--- src/rtl/sa_err_pkg.sv ---
package sa_err_pkg;
  localparam int SA_NUM = 5;
  localparam int SEL_W  = $clog2(SA_NUM) + ((SA_NUM & (SA_NUM - 1)) == 0 ? 1 : 0);
  localparam int NUM_PAT = 2;

  typedef enum logic [2:0] {
    SEL_SA4 = 3'd0,
    SEL_SA5 = 3'd1,
    SEL_SA6 = 3'd2,
    SEL_SA7 = 3'd3,
    SEL_SA8 = 3'd4
  } sa_sel_e;
endpackage

--- src/rtl/sa_bit_pick.sv ---
module sa_bit_pick
  import sa_err_pkg::*;
(
  input  logic [SA_NUM-1:0] sa_in,
  input  logic [2:0]        sel,
  output logic              bit_out
);
  logic [2:0] eff_sel;

  always_comb begin
    if (sel > 3'(SA_NUM - 1)) eff_sel = 3'(SEL_SA8);
    else                      eff_sel = sel;
    bit_out = sa_in[eff_sel];
  end
endmodule

--- src/rtl/sa_word_collect.sv ---
module sa_word_collect #(
  parameter int WORD_LEN = 4,
  parameter int IDX_W    = 4
) (
  input  logic                clk,
  input  logic                rst_n,
  input  logic                beat,
  input  logic [IDX_W-1:0]    idx,
  input  logic                bit_in,
  input  logic                lock,
  output logic                word_vld,
  output logic [WORD_LEN-1:0] word
);
  localparam int SMF_FRAMES = 2 * WORD_LEN;
  localparam int POS_W      = $clog2(SMF_FRAMES);
  localparam int HALF_W     = IDX_W - POS_W;
  localparam int NB_W       = $clog2(WORD_LEN) + 1;
  localparam logic [POS_W-1:0] LAST_POS = POS_W'(SMF_FRAMES - 1);

  logic [POS_W-1:0]    pos;
  logic [HALF_W-1:0]   half;
  logic [HALF_W-1:0]   half_q;
  logic                armed;
  logic [NB_W-1:0]     nbits;
  logic [WORD_LEN-1:0] shreg;
  logic [WORD_LEN-1:0] next_word;

  assign pos       = idx[POS_W-1:0];
  assign half      = idx[IDX_W-1:POS_W];
  assign next_word = {shreg[WORD_LEN-2:0], bit_in};

  always_ff @(posedge clk) begin
    if (!rst_n) begin
      armed    <= 1'b0;
      half_q   <= '0;
      nbits    <= '0;
      shreg    <= '0;
      word     <= '0;
      word_vld <= 1'b0;
    end else begin
      word_vld <= 1'b0;
      if (!lock) begin
        armed <= 1'b0;
        nbits <= '0;
      end else if (beat) begin
        if (pos == '0) begin
          armed  <= 1'b1;
          half_q <= half;
          nbits  <= '0;
        end else if (armed && (half != half_q)) begin
          armed <= 1'b0;
        end else if (armed && pos[0]) begin
          shreg <= next_word;
          nbits <= nbits + 1'b1;
          if (pos == LAST_POS) begin
            armed    <= 1'b0;
            word     <= next_word;
            word_vld <= (nbits == NB_W'(WORD_LEN - 1));
          end
        end
      end
    end
  end
endmodule

--- src/rtl/sa_pat_match.sv ---
module sa_pat_match
  import sa_err_pkg::*;
#(
  parameter int WORD_LEN = 4,
  parameter logic [NUM_PAT-1:0][WORD_LEN-1:0] DEF_PAT = {4'b0011, 4'b0010}
) (
  input  logic                             word_vld,
  input  logic [WORD_LEN-1:0]              word,
  input  logic                             use_user,
  input  logic [NUM_PAT-1:0][WORD_LEN-1:0] user_pat,
  output logic                             hit
);
  logic [NUM_PAT-1:0] eq;

  for (genvar k = 0; k < NUM_PAT; k++) begin : g_cmp
    logic [WORD_LEN-1:0] ref_w;
    assign ref_w = use_user ? user_pat[k] : DEF_PAT[k];
    assign eq[k] = (word == ref_w);
  end

  assign hit = word_vld && (|eq);
endmodule

--- src/rtl/sa_err_counter.sv ---
module sa_err_counter #(
  parameter int CNT_W = 16
) (
  input  logic             clk,
  input  logic             rst_n,
  input  logic             inc,
  input  logic             latch,
  output logic [CNT_W-1:0] live,
  output logic [CNT_W-1:0] hold
);
  localparam logic [CNT_W-1:0] CNT_MAX = {CNT_W{1'b1}};

  always_ff @(posedge clk) begin
    if (!rst_n) begin
      live <= '0;
      hold <= '0;
    end else if (latch) begin
      hold <= live;
      live <= {{(CNT_W-1){1'b0}}, inc};
    end else if (inc && (live != CNT_MAX)) begin
      live <= live + 1'b1;
    end
  end
endmodule

--- src/rtl/sa_err_report_cnt.sv ---
module sa_err_report_cnt
  import sa_err_pkg::*;
#(
  parameter int CNT_W    = 16,
  parameter int WORD_LEN = 4,
  parameter logic [WORD_LEN-1:0] DEF_PAT_A = 4'b0010,
  parameter logic [WORD_LEN-1:0] DEF_PAT_B = 4'b0011,
  localparam int SMF_FRAMES = 2 * WORD_LEN,
  localparam int MF_FRAMES  = 2 * SMF_FRAMES,
  localparam int IDX_W      = $clog2(MF_FRAMES)
) (
  input  logic                clk,
  input  logic                rst_n,
  input  logic                frm_valid,
  output logic                frm_ready,
  input  logic [IDX_W-1:0]    frm_index,
  input  logic [SA_NUM-1:0]   frm_sa,
  input  logic                mf_lock,
  input  logic [2:0]          cfg_sa_sel,
  input  logic                cfg_user_pat,
  input  logic [WORD_LEN-1:0] cfg_pat_a,
  input  logic [WORD_LEN-1:0] cfg_pat_b,
  input  logic                latch,
  output logic [CNT_W-1:0]    hold_cnt
);
  logic                beat;
  logic                sel_bit;
  logic                word_vld;
  logic [WORD_LEN-1:0] word;
  logic                hit;
  logic [CNT_W-1:0]    live_cnt;

  always_ff @(posedge clk) begin
    if (!rst_n) frm_ready <= 1'b0;
    else        frm_ready <= 1'b1;
  end

  assign beat = frm_valid && frm_ready;

  sa_bit_pick u_pick (
    .sa_in   (frm_sa),
    .sel     (cfg_sa_sel),
    .bit_out (sel_bit)
  );

  sa_word_collect #(.WORD_LEN(WORD_LEN), .IDX_W(IDX_W)) u_collect (
    .clk      (clk),
    .rst_n    (rst_n),
    .beat     (beat),
    .idx      (frm_index),
    .bit_in   (sel_bit),
    .lock     (mf_lock),
    .word_vld (word_vld),
    .word     (word)
  );

  sa_pat_match #(
    .WORD_LEN (WORD_LEN),
    .DEF_PAT  ({DEF_PAT_B, DEF_PAT_A})
  ) u_match (
    .word_vld (word_vld),
    .word     (word),
    .use_user (cfg_user_pat),
    .user_pat ({cfg_pat_b, cfg_pat_a}),
    .hit      (hit)
  );

  sa_err_counter #(.CNT_W(CNT_W)) u_cnt (
    .clk   (clk),
    .rst_n (rst_n),
    .inc   (hit),
    .latch (latch),
    .live  (live_cnt),
    .hold  (hold_cnt)
  );
endmodule

--- config.mk ---
export PLATFORM = sky130hd
export DESIGN_NAME = sa_err_report_cnt
export DESIGN_NICKNAME = d
export VERILOG_FILES = /design/src/rtl/sa_err_pkg.sv /design/src/rtl/sa_bit_pick.sv /design/src/rtl/sa_word_collect.sv /design/src/rtl/sa_pat_match.sv /design/src/rtl/sa_err_counter.sv /design/src/rtl/sa_err_report_cnt.sv
export SDC_FILE = /design/constraint.sdc
export NUM_CORES = 1
export LEC_CHECK = 0
export ABC_AREA = 1
export BUFFER_PORTS_ARGS = -buffer_cell sky130_fd_sc_hd__buf_2
export CORE_ASPECT_RATIO = 1.2
export CORE_MARGIN = 3
export CORE_UTILIZATION = 44
export CTS_CLUSTER_DIAMETER = 100
export DETAILED_ROUTE_END_ITERATION = 7
export GPL_TIMING_DRIVEN = 1
export HOLD_SLACK_MARGIN = 0.05
export MAX_ROUTING_LAYER = met4
export PLACE_DENSITY_LB_ADDON = 0.3
export SKIP_CTS_REPAIR_TIMING = 1
export SLEW_MARGIN = 20
export SYNTH_ARGS = -nofsm -noshare
export SYNTH_HDL_FRONTEND = slang
export SYNTH_SLANG_ARGS = --single-unit
--- constraint.sdc ---
create_clock -name clk -period 1.74 [get_ports clk]
set_input_delay 0.087 -clock clk [delete_from_list [all_inputs] [get_ports clk]]
set_output_delay 0.087 -clock clk [all_outputs]
set_load 0.05 [all_outputs]
==> flow_metrics.tcl, run 1 <==
set metrics [dict create \
    status "finished, final reports clean" \
    peakVddDrop_uv 330 \
    fin_setup_tns_ps 0 \
    max_freq_mhz 608 \
    clkLatencyLatePin_ps 300 \
    die_y_um 87.6 \
    drtAntennaViolNets 0 \
    grt_overflow 0 \
    ys.flop_type "dfxtp_1" \
    power_mw 1.98 \
    start_util 0.457 \
    grt_pass1_vias 2421 \
    numCtsBuffers 5 \
    gp_congestion 0.878 \
    cp-end-kind "flop" \
    syn_to_final_growth_pct 18.5 \
    ys_ff_latch 46 \
    finalWirelength_um 6040 \
    yosys.area.top_type "dfxtp_1" \
    synth-edff-count 0 \
    dpl_cell_area_um2 2790 \
    grt_pass1_wl_um 10300 \
    min_path_type "primary input to flop" \
    drc 0 \
    antenna_found_initial 0 \
    cp.required_ps 1910 \
    cp_max_fo 13 \
    top_layer "met4" \
    grt_usage 0.206 \
    vias_per_cell 5.22 \
    post-dp-hpwl_um 4560 \
    drt-met1-wl_um 2530 \
    finalCritPeriodShare 0.945 \
    slew_viol_final 0 \
    synthArstFlopShare 0 \
    maxCapViolCount 0 \
    cts_root_buf "clkbuf_8" \
    final-hold-violation-count 0 \
    cts.sinks 46 \
    drt_iter0_markers 77 \
    nets 446 \
    slew_headroom 0.584 \
    yosys_warnings 0 \
    synth_top_area_share 0.378 \
    setup_viol 0 \
    cts-htree-levels 2 \
    yosys.cell_types.count 28 \
    met3WireLength_um 306 \
    drive_above_1_share 0.220 \
    dieArea_um2 6480 \
    synth_seq_area_share 0.378 \
    core.rowCount 29 \
    startpoint_type "flop" \
    drtPass1Iterations 4 \
    leakagePower_nw 1.23 \
    fp.dieW_um 74.0 \
    worstMarginPinSlew_ps 624 \
    synthCells 364 \
    wl_per_cell_um 12.6 \
    netlist_area_um2 2440 \
    core_um2 5330 \
    p_per_area_nw_per_um2 684 \
    design_area_um2 2890 \
    netlist_top_cells_area "dfxtp_1, nand2_1, nor2_1, nand4_1, o21ai_0" \
    path_class "flop to flop" \
    critPathArrivalTime_ps 1820 \
    port_buffers 42 \
    clk_path_buf_depth 2 \
    tritoncts "yes" \
    routed-wl-met2_um 3130 \
    vias 2507 \
    post-route-min-period_ps 1640 \
    worst_hold_slack_ps 66.9 \
    syn_avg_cell_area_um2 6.70 \
    clk_pin_slew_ps 90 \
    skew_ps 10.1 \
    grt_max_degree 22 \
    syn_nets 393 \
    pin_count 43 \
    diodes 0 \
]
power breakdown:
part / internal [mW] / switching (mW)
Clock: 0.283 / 0.377
Combinational: 0.0694 / 0.168
Sequential: 1.07 / 0.00867
Total: 1.42 / 0.553
final cells by class:
cell class / count / area [um2]
Inverter: 34 / 130
Sequential cell: 46 / 921
Tap cell: 62 / 77.6
Clock inverter: 3 / 21.3
Fill cell: 520 / 2440
Timing Repair Buffer: 59 / 338
Multi-Input combinational cell: 271 / 1330
Clock buffer: 5 / 68.8
cell families after synthesis:
group	Yosys count	synth area share
compound gates	58	0.135
xor+xnor	6	0.0215
fa+ha+maj	3	0.0154
buf+inv	47	0.0816
flops	46	0.378
simple gates	204	0.369
worst paths after layout:
| kind | startpoint | end | slack (ps) | cells past startpoint |
|---|---|---|---|---|
| setup / recovery | u_cnt.live[1]$_SDFFE_PP0P_ | u_cnt.live[11]$_SDFFE_PP0P_ | 100 | 9 |
| hold / removal | frm_index[3] | u_collect.half_q$_SDFFE_PN0P_ | 70 | 3 |
| hold reg to reg | u_collect.shreg[2]$_SDFFE_PN0P_ | u_collect.shreg[2]$_SDFFE_PN0P_ | 470 | 2 |
| setup reg to reg | u_cnt.live[1]$_SDFFE_PP0P_ | u_cnt.live[11]$_SDFFE_PP0P_ | 100 | 9 |
state kept, by name, indices dropped and copies added (netlist names):
signal              cells
u_cnt.live             16
u_collect.half_q        1
frm_ready               1
u_cnt.hold             16
u_collect.shreg         3
u_collect.word          4
u_collect.nbits         3
u_collect.word_vld      1
u_collect.armed         1
synth_stat cells (2+ instances only):
cell / n
xor2_1: 6
nor2_1: 50
a21oi_1: 20
buf_6: 2
ha_1: 3
nand2_2: 5
nor2_4: 2
nand3b_1: 3
nand3_1: 21
nand4_1: 20
o21ai_0: 25
a21oi_2: 9
inv_1: 31
o21ai_1: 2
nand3_2: 2
dfxtp_1: 46
clkinv_2: 2
nand2_1: 98
clkbuf_1: 8
cell usage in the layout (no fill, tap or decap), types with 2 or more instances in the layout:
master	instances
nand2_1	98
nor2_1	48
dfxtp_1	46
buf_2	42
inv_1	31
o21ai_0	25
nand3_1	21
nand4_1	20
a21oi_1	20
buf_4	17
a21oi_2	9
xor2_1	6
nand2_2	5
clkbuf_8	5
nor2_2	3
clkinv_2	3
nand3b_1	3
nor2_4	2
o21ai_1	2
ha_1	2
critical path: stages (launching register included):
cell and delay [ps]:
dfxtp_1 410, ha_2 240, nand2_2 80, nor2_4 130, nand2_2 70, nor2_4 110
nand2_2 90, buf_4 210, nand4_1 120, a21oi_2 60
layer usage:
metal,global-route usage,vias up
met2,0.366,54
met4,0.0593,0
li1,-,1301
met1,0.231,1146
met3,0.0402,6
met5,-,-
stage by stage:
stage          instances   util  worst slack, ps
2_1_floorplan        364      -             35.0
3_3_place_gp         472  0.522              199
3_5_place_dp         472  0.522              109
4_1_cts              480  0.539             75.6
5_1_grt              480  0.542            -5.47
6_report             480  0.542             96.5
Note: power is estimated with default switching activity, not from simulation.
==> run 2, diff against run 1 <==
CORE_MARGIN = 5   (was 3)
==> flow_metrics.tcl, run 2 (same netlist as run 1, synthesis figures left out) <==
set metrics [dict create \
    status "finished, final reports clean" \
    cts-htree-levels 2 \
    hold_end "u_collect.half_q$_SDFFE_PN0P_" \
    gp_congestion 0.832 \
    reg2reg_from "u_cnt.live[1]$_SDFFE_PP0P_" \
    power_mw 2.00 \
    use_met2 0.318 \
    tritoncts "yes" \
    drive_above_1_share 0.207 \
    crit_start "u_cnt.live[1]$_SDFFE_PP0P_" \
    post-route-min-period_ps 1590 \
    drt_iter0_markers 147 \
    clkLatencyLatePin_ps 300 \
    top_usage_layer "met2" \
    skew_ps 3.79 \
    peakVddDrop_uv 488 \
    antenna_found_initial 0 \
    pin_count 43 \
    setup_viol 0 \
    slowest_stage "dfxtp_1" \
    grt_usage 0.179 \
    reg2reg_to "u_cnt.live[7]$_SDFFE_PP0P_" \
    grt_overflow 0 \
    startpoint_type "flop" \
    diodes 0 \
    grt_max_degree 22 \
    cp-end-kind "flop" \
    post-dp-hpwl_um 4490 \
    final-hold-violation-count 0 \
    top_regs "u_cnt.hold: 16 flops, u_cnt.live: 16 flops, u_collect.word: 4 flops" \
    crit_buf_inv 1 \
    final_common_cell "nand2_1" \
    min_path_type "primary input to flop" \
    rrSetupSlack_ps 150 \
    grt_pass1_vias 2410 \
    port_buffers 42 \
    finalWirelength_um 6060 \
    nets 444 \
    critical_path.max_stage_delay_ps 370 \
    path_class "flop to flop" \
    slew_viol_final 0 \
    wl_per_cell_um 12.7 \
    max_freq_mhz 629 \
    stdcell_count 478 \
    leakagePower_nw 1.23 \
    vias 2499 \
    die_y_um 91.6 \
    drtPass1Iterations 4 \
    cts_root_buf "clkbuf_8" \
    drc 0 \
    clk_pin_slew_ps 80 \
    vias_per_cell 5.23 \
    syn_to_final_growth_pct 17.8 \
    critPathArrivalTime_ps 1790 \
    grt_use_met1 0.185 \
    worstMarginPinSlew_ps 405 \
    drtAntennaViolNets 0 \
    cp_max_fo 13 \
    fp.dieW_um 78.0 \
    grtUsageMet3 0.0406 \
    rsz0062_at_grt "false" \
    fillers 530 \
    min_path_cells 3 \
    slew_headroom 0.729 \
    clk_path_buf_depth 2 \
    placed_cells 470 \
    core.rowCount 29 \
    path_common_cell "nand2_2" \
    numCtsBuffers 5 \
    cp.required_ps 1940 \
    dieArea_um2 7140 \
    fin_setup_tns_ps 0 \
    layout_common_cells "nand2_1, nor2_1, dfxtp_1, buf_2, inv_1" \
    cts.sinks 46 \
    maxCapViolCount 0 \
    worstRegToRegCells 9 \
    p_per_area_nw_per_um2 696 \
    start_util 0.457 \
    grt_pass1_wl_um 10300 \
    core_um2 5330 \
    hp-start "frm_index[3]" \
    critical-path-top-delay-family "simple AND/OR/NAND/NOR gates" \
    finalCritPeriodShare 0.914 \
    worstPathCellList "ha_1 -> nand2_2 -> nor2_4 -> nand2_2 -> nor2_4 -> nand2_2 -> buf_4 -> nand4_1 -> a21oi_2" \
]
[run 2: where the power goes]
group / internal (mW) / switching (mW) / leakage [nW]
registers: 1.07 / 0.00870 / 0.374
logic: 0.0701 / 0.168 / 0.805
clock network: 0.321 / 0.359 / 0.0482
[run 2: per-layer routing]
metal,routed length (um),share of wire,vias up
met3,361,0.060,13
met4,135,0.022,0
met1,2550,0.42,1144
met2,3010,0.50,56
li1,-,-,1286
met5,0,0,-
[run 2: worst max-delay path by stage]
stage                                     endpoint  cells past startpoint
global placement        u_cnt.live[1]$_SDFFE_PP0P_                     10
global route            u_cnt.live[2]$_SDFFE_PP0P_                      9
finish                  u_cnt.live[7]$_SDFFE_PP0P_                      9
CTS                    u_cnt.live[13]$_SDFFE_PP0P_                      9
floorplan           u_collect.word[0]$_SDFFE_PN0P_                      9
detailed placement     u_cnt.live[13]$_SDFFE_PP0P_                      9
[run 2: area by class of cell]
type	count	area (um2)	share of cell area
well taps	62	77.6	0.0270
multi-input cells	271	1330	0.462
inverters	34	130	0.0453
repair buffers	57	327	0.114
flip-flops and latches	46	921	0.321
clock inverters	1	5.00	0.00174
clock buffers	7	86.3	0.0301
[run 2: per-stage QoR]
step	utilization	instance area [um2]	setup WS, ps	hold slack, ps
6_report	0.539	2870	150	65.5
5_1_grt	0.539	2870	10.3	61.3
4_1_cts	0.536	2860	109	61.0
3_5_place_dp	0.519	2770	131	388
3_3_place_gp	0.519	2770	201	381
2_1_floorplan	-	2440	35.0	115
[run 2: tightest hold or removal path: stages]
cell and delay, ps:
buf_2 110, nand4_1 70, a21oi_1 50
